## config.mk

```make
export PLATFORM = sky130hd
export DESIGN_NAME = dual_path_intc
export DESIGN_NICKNAME = d
export VERILOG_FILES = /design/src/rtl/intc_pkg.sv /design/src/rtl/intc_decode.sv /design/src/rtl/intc_mask.sv /design/src/rtl/intc_soft_src.sv /design/src/rtl/intc_readback.sv /design/src/rtl/dual_path_intc.sv
export SDC_FILE = /design/constraint.sdc
export NUM_CORES = 1
export LEC_CHECK = 0
export ABC_AREA = 1
export BUFFER_PORTS_ARGS = -buffer_cell sky130_fd_sc_hd__buf_4
export CAP_MARGIN = 20
export CORE_MARGIN = 3
export CORE_UTILIZATION = 56
export CTS_CLUSTER_SIZE = 24
export DETAILED_ROUTE_END_ITERATION = 10
export PLACE_DENSITY = 0.9
export REMOVE_ABC_BUFFERS = 1
export SLEW_MARGIN = 10
export SYNTH_ARGS = -nofsm -noshare
export SYNTH_HDL_FRONTEND = slang
export SYNTH_HIERARCHICAL = 1
export SYNTH_SLANG_ARGS = --single-unit
```

## constraint.sdc

```tcl
create_clock -name clk -period 2.57 [get_ports clk]
set_input_delay 0 -clock clk [delete_from_list [all_inputs] [get_ports clk]]
set_output_delay 0 -clock clk [all_outputs]
set_load 0.02 [all_outputs]
```

## src/rtl/intc_pkg.sv

```systemverilog
package intc_pkg;

    localparam int IX_IRQ_STAT = 0;
    localparam int IX_RAW_A    = 1;
    localparam int IX_IRQ_EN   = 2;
    localparam int IX_IRQ_CLR  = 3;
    localparam int IX_SW_SET   = 4;
    localparam int IX_SW_CLR   = 5;
    localparam int IX_FIQ_STAT = 8;
    localparam int IX_RAW_B    = 9;
    localparam int IX_FIQ_EN   = 10;
    localparam int IX_FIQ_CLR  = 11;

    typedef enum logic [2:0] {
        WOP_NONE,
        WOP_IRQ_SET,
        WOP_IRQ_CLR,
        WOP_SW_SET,
        WOP_SW_CLR,
        WOP_FIQ_SET,
        WOP_FIQ_CLR
    } wr_op_e;

    typedef enum logic [2:0] {
        RSEL_NONE,
        RSEL_IRQ_STAT,
        RSEL_RAW,
        RSEL_IRQ_EN,
        RSEL_SW,
        RSEL_FIQ_STAT,
        RSEL_FIQ_EN,
        RSEL_BAD
    } rd_sel_e;

    typedef struct packed {
        wr_op_e  wop;
        rd_sel_e rsel;
    } access_t;

    function automatic wr_op_e wr_lookup(input int ix);
        case (ix)
            IX_IRQ_EN:  return WOP_IRQ_SET;
            IX_IRQ_CLR: return WOP_IRQ_CLR;
            IX_SW_SET:  return WOP_SW_SET;
            IX_SW_CLR:  return WOP_SW_CLR;
            IX_FIQ_EN:  return WOP_FIQ_SET;
            IX_FIQ_CLR: return WOP_FIQ_CLR;
            default:    return WOP_NONE;
        endcase
    endfunction

    function automatic rd_sel_e rd_lookup(input int ix);
        case (ix)
            IX_IRQ_STAT:        return RSEL_IRQ_STAT;
            IX_RAW_A, IX_RAW_B: return RSEL_RAW;
            IX_IRQ_EN:          return RSEL_IRQ_EN;
            IX_SW_SET:          return RSEL_SW;
            IX_FIQ_STAT:        return RSEL_FIQ_STAT;
            IX_FIQ_EN:          return RSEL_FIQ_EN;
            default:            return RSEL_BAD;
        endcase
    endfunction

endpackage

```

## src/rtl/intc_decode.sv

```systemverilog
module intc_decode
    import intc_pkg::*;
#(
    parameter int IDX_W = 6
) (
    input  logic             req_i,
    input  logic             we_i,
    input  logic [IDX_W-1:0] idx_i,
    output access_t          acc_o
);
    always_comb begin
        acc_o.wop  = WOP_NONE;
        acc_o.rsel = RSEL_NONE;
        if (req_i) begin
            if (we_i) acc_o.wop  = wr_lookup(int'(idx_i));
            else      acc_o.rsel = rd_lookup(int'(idx_i));
        end
    end
endmodule

```

## src/rtl/intc_mask.sv

```systemverilog
module intc_mask #(
    parameter int N = 32
) (
    input  logic         clk,
    input  logic         rst,
    input  logic         set_i,
    input  logic         clr_i,
    input  logic [N-1:0] bits_i,
    output logic [N-1:0] mask_d,
    output logic [N-1:0] mask_q
);
    always_comb begin
        mask_d = mask_q;
        if (set_i)      mask_d = mask_q | bits_i;
        else if (clr_i) mask_d = mask_q & ~bits_i;
    end

    always_ff @(posedge clk) begin
        if (rst) mask_q <= '0;
        else     mask_q <= mask_d;
    end

    // set and clear take effect, and the mask holds otherwise
    p_mask_set_r2_r3: assert property (@(posedge clk) disable iff (rst)
        set_i |=> ((mask_q & $past(bits_i)) == $past(bits_i)));
    p_mask_clr_r2_r3: assert property (@(posedge clk) disable iff (rst)
        clr_i |=> ((mask_q & $past(bits_i)) == '0));
    p_mask_hold_r9: assert property (@(posedge clk) disable iff (rst)
        (!set_i && !clr_i) |=> $stable(mask_q));
endmodule

```

## src/rtl/intc_soft_src.sv

```systemverilog
module intc_soft_src (
    input  logic clk,
    input  logic rst,
    input  logic set_i,
    input  logic clr_i,
    input  logic bit0_i,
    output logic sw_d,
    output logic sw_q
);
    always_comb begin
        sw_d = sw_q;
        if (set_i && bit0_i)      sw_d = 1'b1;
        else if (clr_i && bit0_i) sw_d = 1'b0;
    end

    always_ff @(posedge clk) begin
        if (rst) sw_q <= 1'b0;
        else     sw_q <= sw_d;
    end

    // the latch responds only to bit 0 of the written word
    p_sw_set_r5: assert property (@(posedge clk) disable iff (rst)
        (set_i && bit0_i) |=> sw_q);
    p_sw_clr_r5: assert property (@(posedge clk) disable iff (rst)
        (clr_i && bit0_i) |=> !sw_q);
    p_sw_keep_r5: assert property (@(posedge clk) disable iff (rst)
        !bit0_i |=> $stable(sw_q));
endmodule

```

## src/rtl/intc_readback.sv

```systemverilog
module intc_readback
    import intc_pkg::*;
#(
    parameter int N = 32
) (
    input  logic         clk,
    input  logic         rst,
    input  rd_sel_e      rsel_i,
    input  logic [N-1:0] level_i,
    input  logic [N-1:0] irq_en_i,
    input  logic [N-1:0] fiq_en_i,
    output logic [N-1:0] rdata_q,
    output logic         err_q
);
    logic [N-1:0] rdata_d;

    always_comb begin
        case (rsel_i)
            RSEL_IRQ_STAT: rdata_d = level_i & irq_en_i;
            RSEL_RAW:      rdata_d = level_i;
            RSEL_IRQ_EN:   rdata_d = irq_en_i;
            RSEL_SW:       rdata_d = {{(N-1){1'b0}}, level_i[0]};
            RSEL_FIQ_STAT: rdata_d = level_i & fiq_en_i;
            RSEL_FIQ_EN:   rdata_d = fiq_en_i;
            default:       rdata_d = '0;
        endcase
    end

    always_ff @(posedge clk) begin
        if (rst) begin
            rdata_q <= '0;
            err_q   <= 1'b0;
        end else begin
            rdata_q <= rdata_d;
            err_q   <= (rsel_i == RSEL_BAD);
        end
    end

    // a flagged response never carries data
    p_err_zero_r8: assert property (@(posedge clk) disable iff (rst)
        err_q |-> (rdata_q == '0));
    // the flag lasts only for the response to a bad read
    p_err_pulse_r8: assert property (@(posedge clk) disable iff (rst)
        (rsel_i != RSEL_BAD) |=> !err_q);
endmodule

```

## src/rtl/dual_path_intc.sv

```systemverilog
module dual_path_intc
    import intc_pkg::*;
#(
    parameter int N_SRC = 32,
    parameter int IDX_W = 6
) (
    input  logic             clk,
    input  logic             rst,
    input  logic [N_SRC-1:0] src_i,
    input  logic             bus_req,
    input  logic             bus_we,
    input  logic [IDX_W-1:0] bus_idx,
    input  logic [N_SRC-1:0] bus_wdata,
    output logic [N_SRC-1:0] bus_rdata,
    output logic             bus_err,
    output logic             irq_o,
    output logic             fiq_o
);
    localparam int PAD_W = N_SRC - 1;

    access_t          acc;
    logic [N_SRC-1:0] irq_en_d, irq_en_q, fiq_en_d, fiq_en_q;
    logic             sw_d, sw_q;
    logic [N_SRC-1:0] level_now, level_next;

    intc_decode #(.IDX_W(IDX_W)) u_dec (
        .req_i (bus_req),
        .we_i  (bus_we),
        .idx_i (bus_idx),
        .acc_o (acc)
    );

    intc_mask #(.N(N_SRC)) u_irq_mask (
        .clk    (clk),
        .rst    (rst),
        .set_i  (acc.wop == WOP_IRQ_SET),
        .clr_i  (acc.wop == WOP_IRQ_CLR),
        .bits_i (bus_wdata),
        .mask_d (irq_en_d),
        .mask_q (irq_en_q)
    );

    intc_mask #(.N(N_SRC)) u_fiq_mask (
        .clk    (clk),
        .rst    (rst),
        .set_i  (acc.wop == WOP_FIQ_SET),
        .clr_i  (acc.wop == WOP_FIQ_CLR),
        .bits_i (bus_wdata),
        .mask_d (fiq_en_d),
        .mask_q (fiq_en_q)
    );

    intc_soft_src u_soft (
        .clk    (clk),
        .rst    (rst),
        .set_i  (acc.wop == WOP_SW_SET),
        .clr_i  (acc.wop == WOP_SW_CLR),
        .bit0_i (bus_wdata[0]),
        .sw_d   (sw_d),
        .sw_q   (sw_q)
    );

    assign level_now  = src_i | {{PAD_W{1'b0}}, sw_q};
    assign level_next = src_i | {{PAD_W{1'b0}}, sw_d};

    intc_readback #(.N(N_SRC)) u_rd (
        .clk      (clk),
        .rst      (rst),
        .rsel_i   (acc.rsel),
        .level_i  (level_now),
        .irq_en_i (irq_en_q),
        .fiq_en_i (fiq_en_q),
        .rdata_q  (bus_rdata),
        .err_q    (bus_err)
    );

    always_ff @(posedge clk) begin
        if (rst) begin
            irq_o <= 1'b0;
            fiq_o <= 1'b0;
        end else begin
            irq_o <= |(level_next & irq_en_d);
            fiq_o <= |(level_next & fiq_en_d);
        end
    end

    // each output matches the source lines of the previous cycle, combined with the current latch and masks
    p_irq_track_r6: assert property (@(posedge clk) disable iff (rst)
        irq_o == |(($past(src_i) | {{PAD_W{1'b0}}, sw_q}) & irq_en_q));
    p_fiq_track_r7: assert property (@(posedge clk) disable iff (rst)
        fiq_o == |(($past(src_i) | {{PAD_W{1'b0}}, sw_q}) & fiq_en_q));
    // outputs are quiet right after reset
    p_reset_quiet_r10: assert property (@(posedge clk)
        $past(rst) |-> (!irq_o && !fiq_o && !bus_err && bus_rdata == '0));
    // a write never produces an error response
    p_write_no_err_r9: assert property (@(posedge clk) disable iff (rst)
        (bus_req && bus_we) |=> !bus_err);
endmodule

```

==> results.tsv <==
metric	value	unit
total core area	9420	um^2
chip width	105	um
Crit path required time	2790	ps
final wirelength	17600	um
CTS tree	done	
r2r worst-path depth	8	
status	completed	
hold_sp	src_i[0]	
synthesized flop and latch total	100	
Worst R2R Setup Slack	1360	ps
Hold EP	u_rd/rdata_q[0]$_SDFF_PP0_	
R2R Path Start	u_irq_mask/mask_q[1]$_SDFF_PP0_	
arrival time worst endpoint	2220	ps
XOR/XNOR Fraction of Synth Area	0	
routed len/inst	14.2	um
Hold Path Stages	4	
max-slew violations	0	
Max-slew headroom	0.525	
Worst Max-Slew Pin Slew	712	ps
ant diodes	0	
cell accounting for the most synthesized area	nand2_1	
Final Non-Filler Cells	1233	
post-synthesis cell count	941	
CP endpoint kind	flop	
most common cell after layout, fill and taps aside	nand2_1	
HPWL Detailed	10500	um
Compound-Gate Fraction of Synth Area	0.133	
share of layout cells above drive strength 1	0.149	
nets	1174	
post-route cell area	7300	um^2
row cnt	35	
post-synthesis adder-cell area fraction	0	
CP Max Fanout	29	
Netlist Area Pre-Place	5530	um^2
endpoints failing setup	0	
fin crit share	0.775	
H-tree Lvls	3	
top cell type's share of synthesized area	0.370	
grt peak-use layer	met2	
Total Power	0.00312	W
power per cell area	428	nW/um^2
VDD IR max	0.349	mV
unrepaired setup endpoints after global routing	no	
Die Footprint	11100	um^2
post_cts resized	0	
setup ws final	577	ps
CTS buffer count	9	
vias in the first global route	6181	
CTS clock-pin slew for the worst setup and hold paths	90	ps
most frequent cells in the layout	nand2_1 (545), buf_4 (125), dfxtp_1 (100)	
Avg Vias per Cell	5.39	
Worst Skew	8.77	ps
Post-Syn Area per Cell	5.88	um^2
Initial Utilization	0.588	
Leakage	3.56	nW
Vert. Die Dim	105	um
CP Launch Type	input pin	
placed insts	1156	
CP max-delay cell	a211oi_1	
Clock Tree Root	clkbuf_8	
Port Buf Inserts	108	
Cell variety after synth	27	
GPL Wtd Cong	0.891	
largest net degree at the start of global routing	61	
Hold Path Class	in2reg	
Synth Area in Simple Gates	0.447	
largest family of logic cells by synthesized area	simple AND/OR/NAND/NOR gates	
max-cap violations	0	
Detail Route Antenna Nets	0	
DR pass1 iterations	6	
CP max stage delay	340	ps
Syn. warnings	6	
Final Hold Vio Count	0	
total track usage	0.310	
FMAX	502	MHz
Starting DRT DRC Count	607	
Placed Instance Area	6470	um^2
GR Layer Usage met1	0.389	
first-pass GRT wire length	28500	um
Worst-Skew Late Latency	370	ps
hold buffer count at CTS	62	
synth top area cells	nand2_1 (37%), dfxtp_1 (36%), a21oi_1 (8.6%)	
detailed-route via count	6645	
CP most frequent cell	nand2_1	
met3 Resource Use GR	0.0521	
final period demand of the worst path	1990	ps
mux cell area share after synthesis	0	
R2R Path End	irq_o$_SDFF_PP0_	
CTS sink cnt	100	
grt ovf	0	
Seq/Total Area, Yosys	0.362	
worst path cell trace	buf_4 > nor2_4 > nand3_2 > a211oi_1 > inv_1 > nor3_2 > buf_12 > nand2_1 > nand2_1 > nand2_1 > nand2_1 > nand2_1 > nor2_1 > nand2_1 > nor2_1 > a21oi_1	
Post-CTS Setup Bufs	0	
initial antenna violation count	0	
total negative setup slack	0	ps
CP Class	in2reg	
# IOs	109	
met2 Use GR	0.538	
clk buf depth	2	
Area growth syn-to-layout	32.0	%
dpl ws	316	ps
DRC viols	0	
registers in the layout (all words and copies together), names as in the netlist:
signal             count
u_fiq_mask/mask_q     32
fiq_o                  1
u_rd/err_q             1
u_soft/sw_q            1
u_rd/rdata_q          32
irq_o                  1
u_irq_mask/mask_q     32
power by group:
part | total [W] | switching, W | internal (W)
registers | 0.00157 | 0.00000626 | 0.00156
clock network | 0.00111 | 0.000569 | 0.000543
logic | 0.000443 | 0.000246 | 0.000197
cell families (layout without fill, tap and decap cells):
| family | Yosys count | count (layout) |
|---|---|---|
| DFF | 100 | 100 |
| and+or+nand+nor | 641 | 641 |
| AOI/OAI and AO/OA | 138 | 138 |
| buffers and inverters | 62 | 225 |
critical path: cells and delay by family:
| kind | cells | cell delay, ps |
|---|---|---|
| simple gates | 11 | 1280 |
| compound gates | 2 | 420 |
| buf+inv | 3 | 500 |
cell usage after synthesis:
library cell / number
a211oi_1: 2
a211oi_2: 1
a21oi_1: 95
a21oi_2: 7
buf_1: 4
buf_2: 22
buf_4: 3
buf_6: 7
clkbuf_1: 6
dfxtp_1: 100
inv_1: 19
inv_2: 1
nand2_1: 545
nand2_2: 1
nand3_1: 19
nand3_2: 1
nand4_1: 3
nor2_1: 61
nor2_2: 3
nor2_4: 1
nor3_1: 6
o2111ai_1: 1
o211ai_1: 1
o21ai_0: 23
o21ai_1: 7
o22ai_1: 1
or2_2: 1
final cells by class:
type / instances / area, um^2
multi-input cells: 779 / 3230
fillers: 704 / 2110
flip-flops and latches: 100 / 2000
repair buffers: 190 / 1620
well taps: 129 / 161
clock buffers: 9 / 124
clock inverters: 6 / 90.1
inverters: 20 / 75.1
how the worst max path moves through the flow:
stage / startpoint / to / slack (ps)
2_1_floorplan: bus_idx[5] / fiq_o$_SDFF_PP0_ / -640
6_report: bus_idx[5] / fiq_o$_SDFF_PP0_ / 580
3_3_place_gp: bus_idx[5] / fiq_o$_SDFF_PP0_ / 350
4_1_cts: bus_idx[5] / fiq_o$_SDFF_PP0_ / 690
5_1_grt: bus_idx[5] / fiq_o$_SDFF_PP0_ / 350
3_5_place_dp: bus_idx[5] / fiq_o$_SDFF_PP0_ / 320
metrics by stage:
step,util,hold WS [ps]
final,0.776,32.5
after global routing,0.776,33.7
after floorplan,-,62.4
after global placement,0.687,257
after detailed placement,0.687,259
after CTS,0.776,19.9
metal layers:
layer / routed length, um / vias to the layer above
li1: - / 3276
met1: 6900 / 2919
met2: 8440 / 385
met3: 1760 / 65
met4: 461 / 0
met5: 0 / -
(Power assumes the default switching activity.)
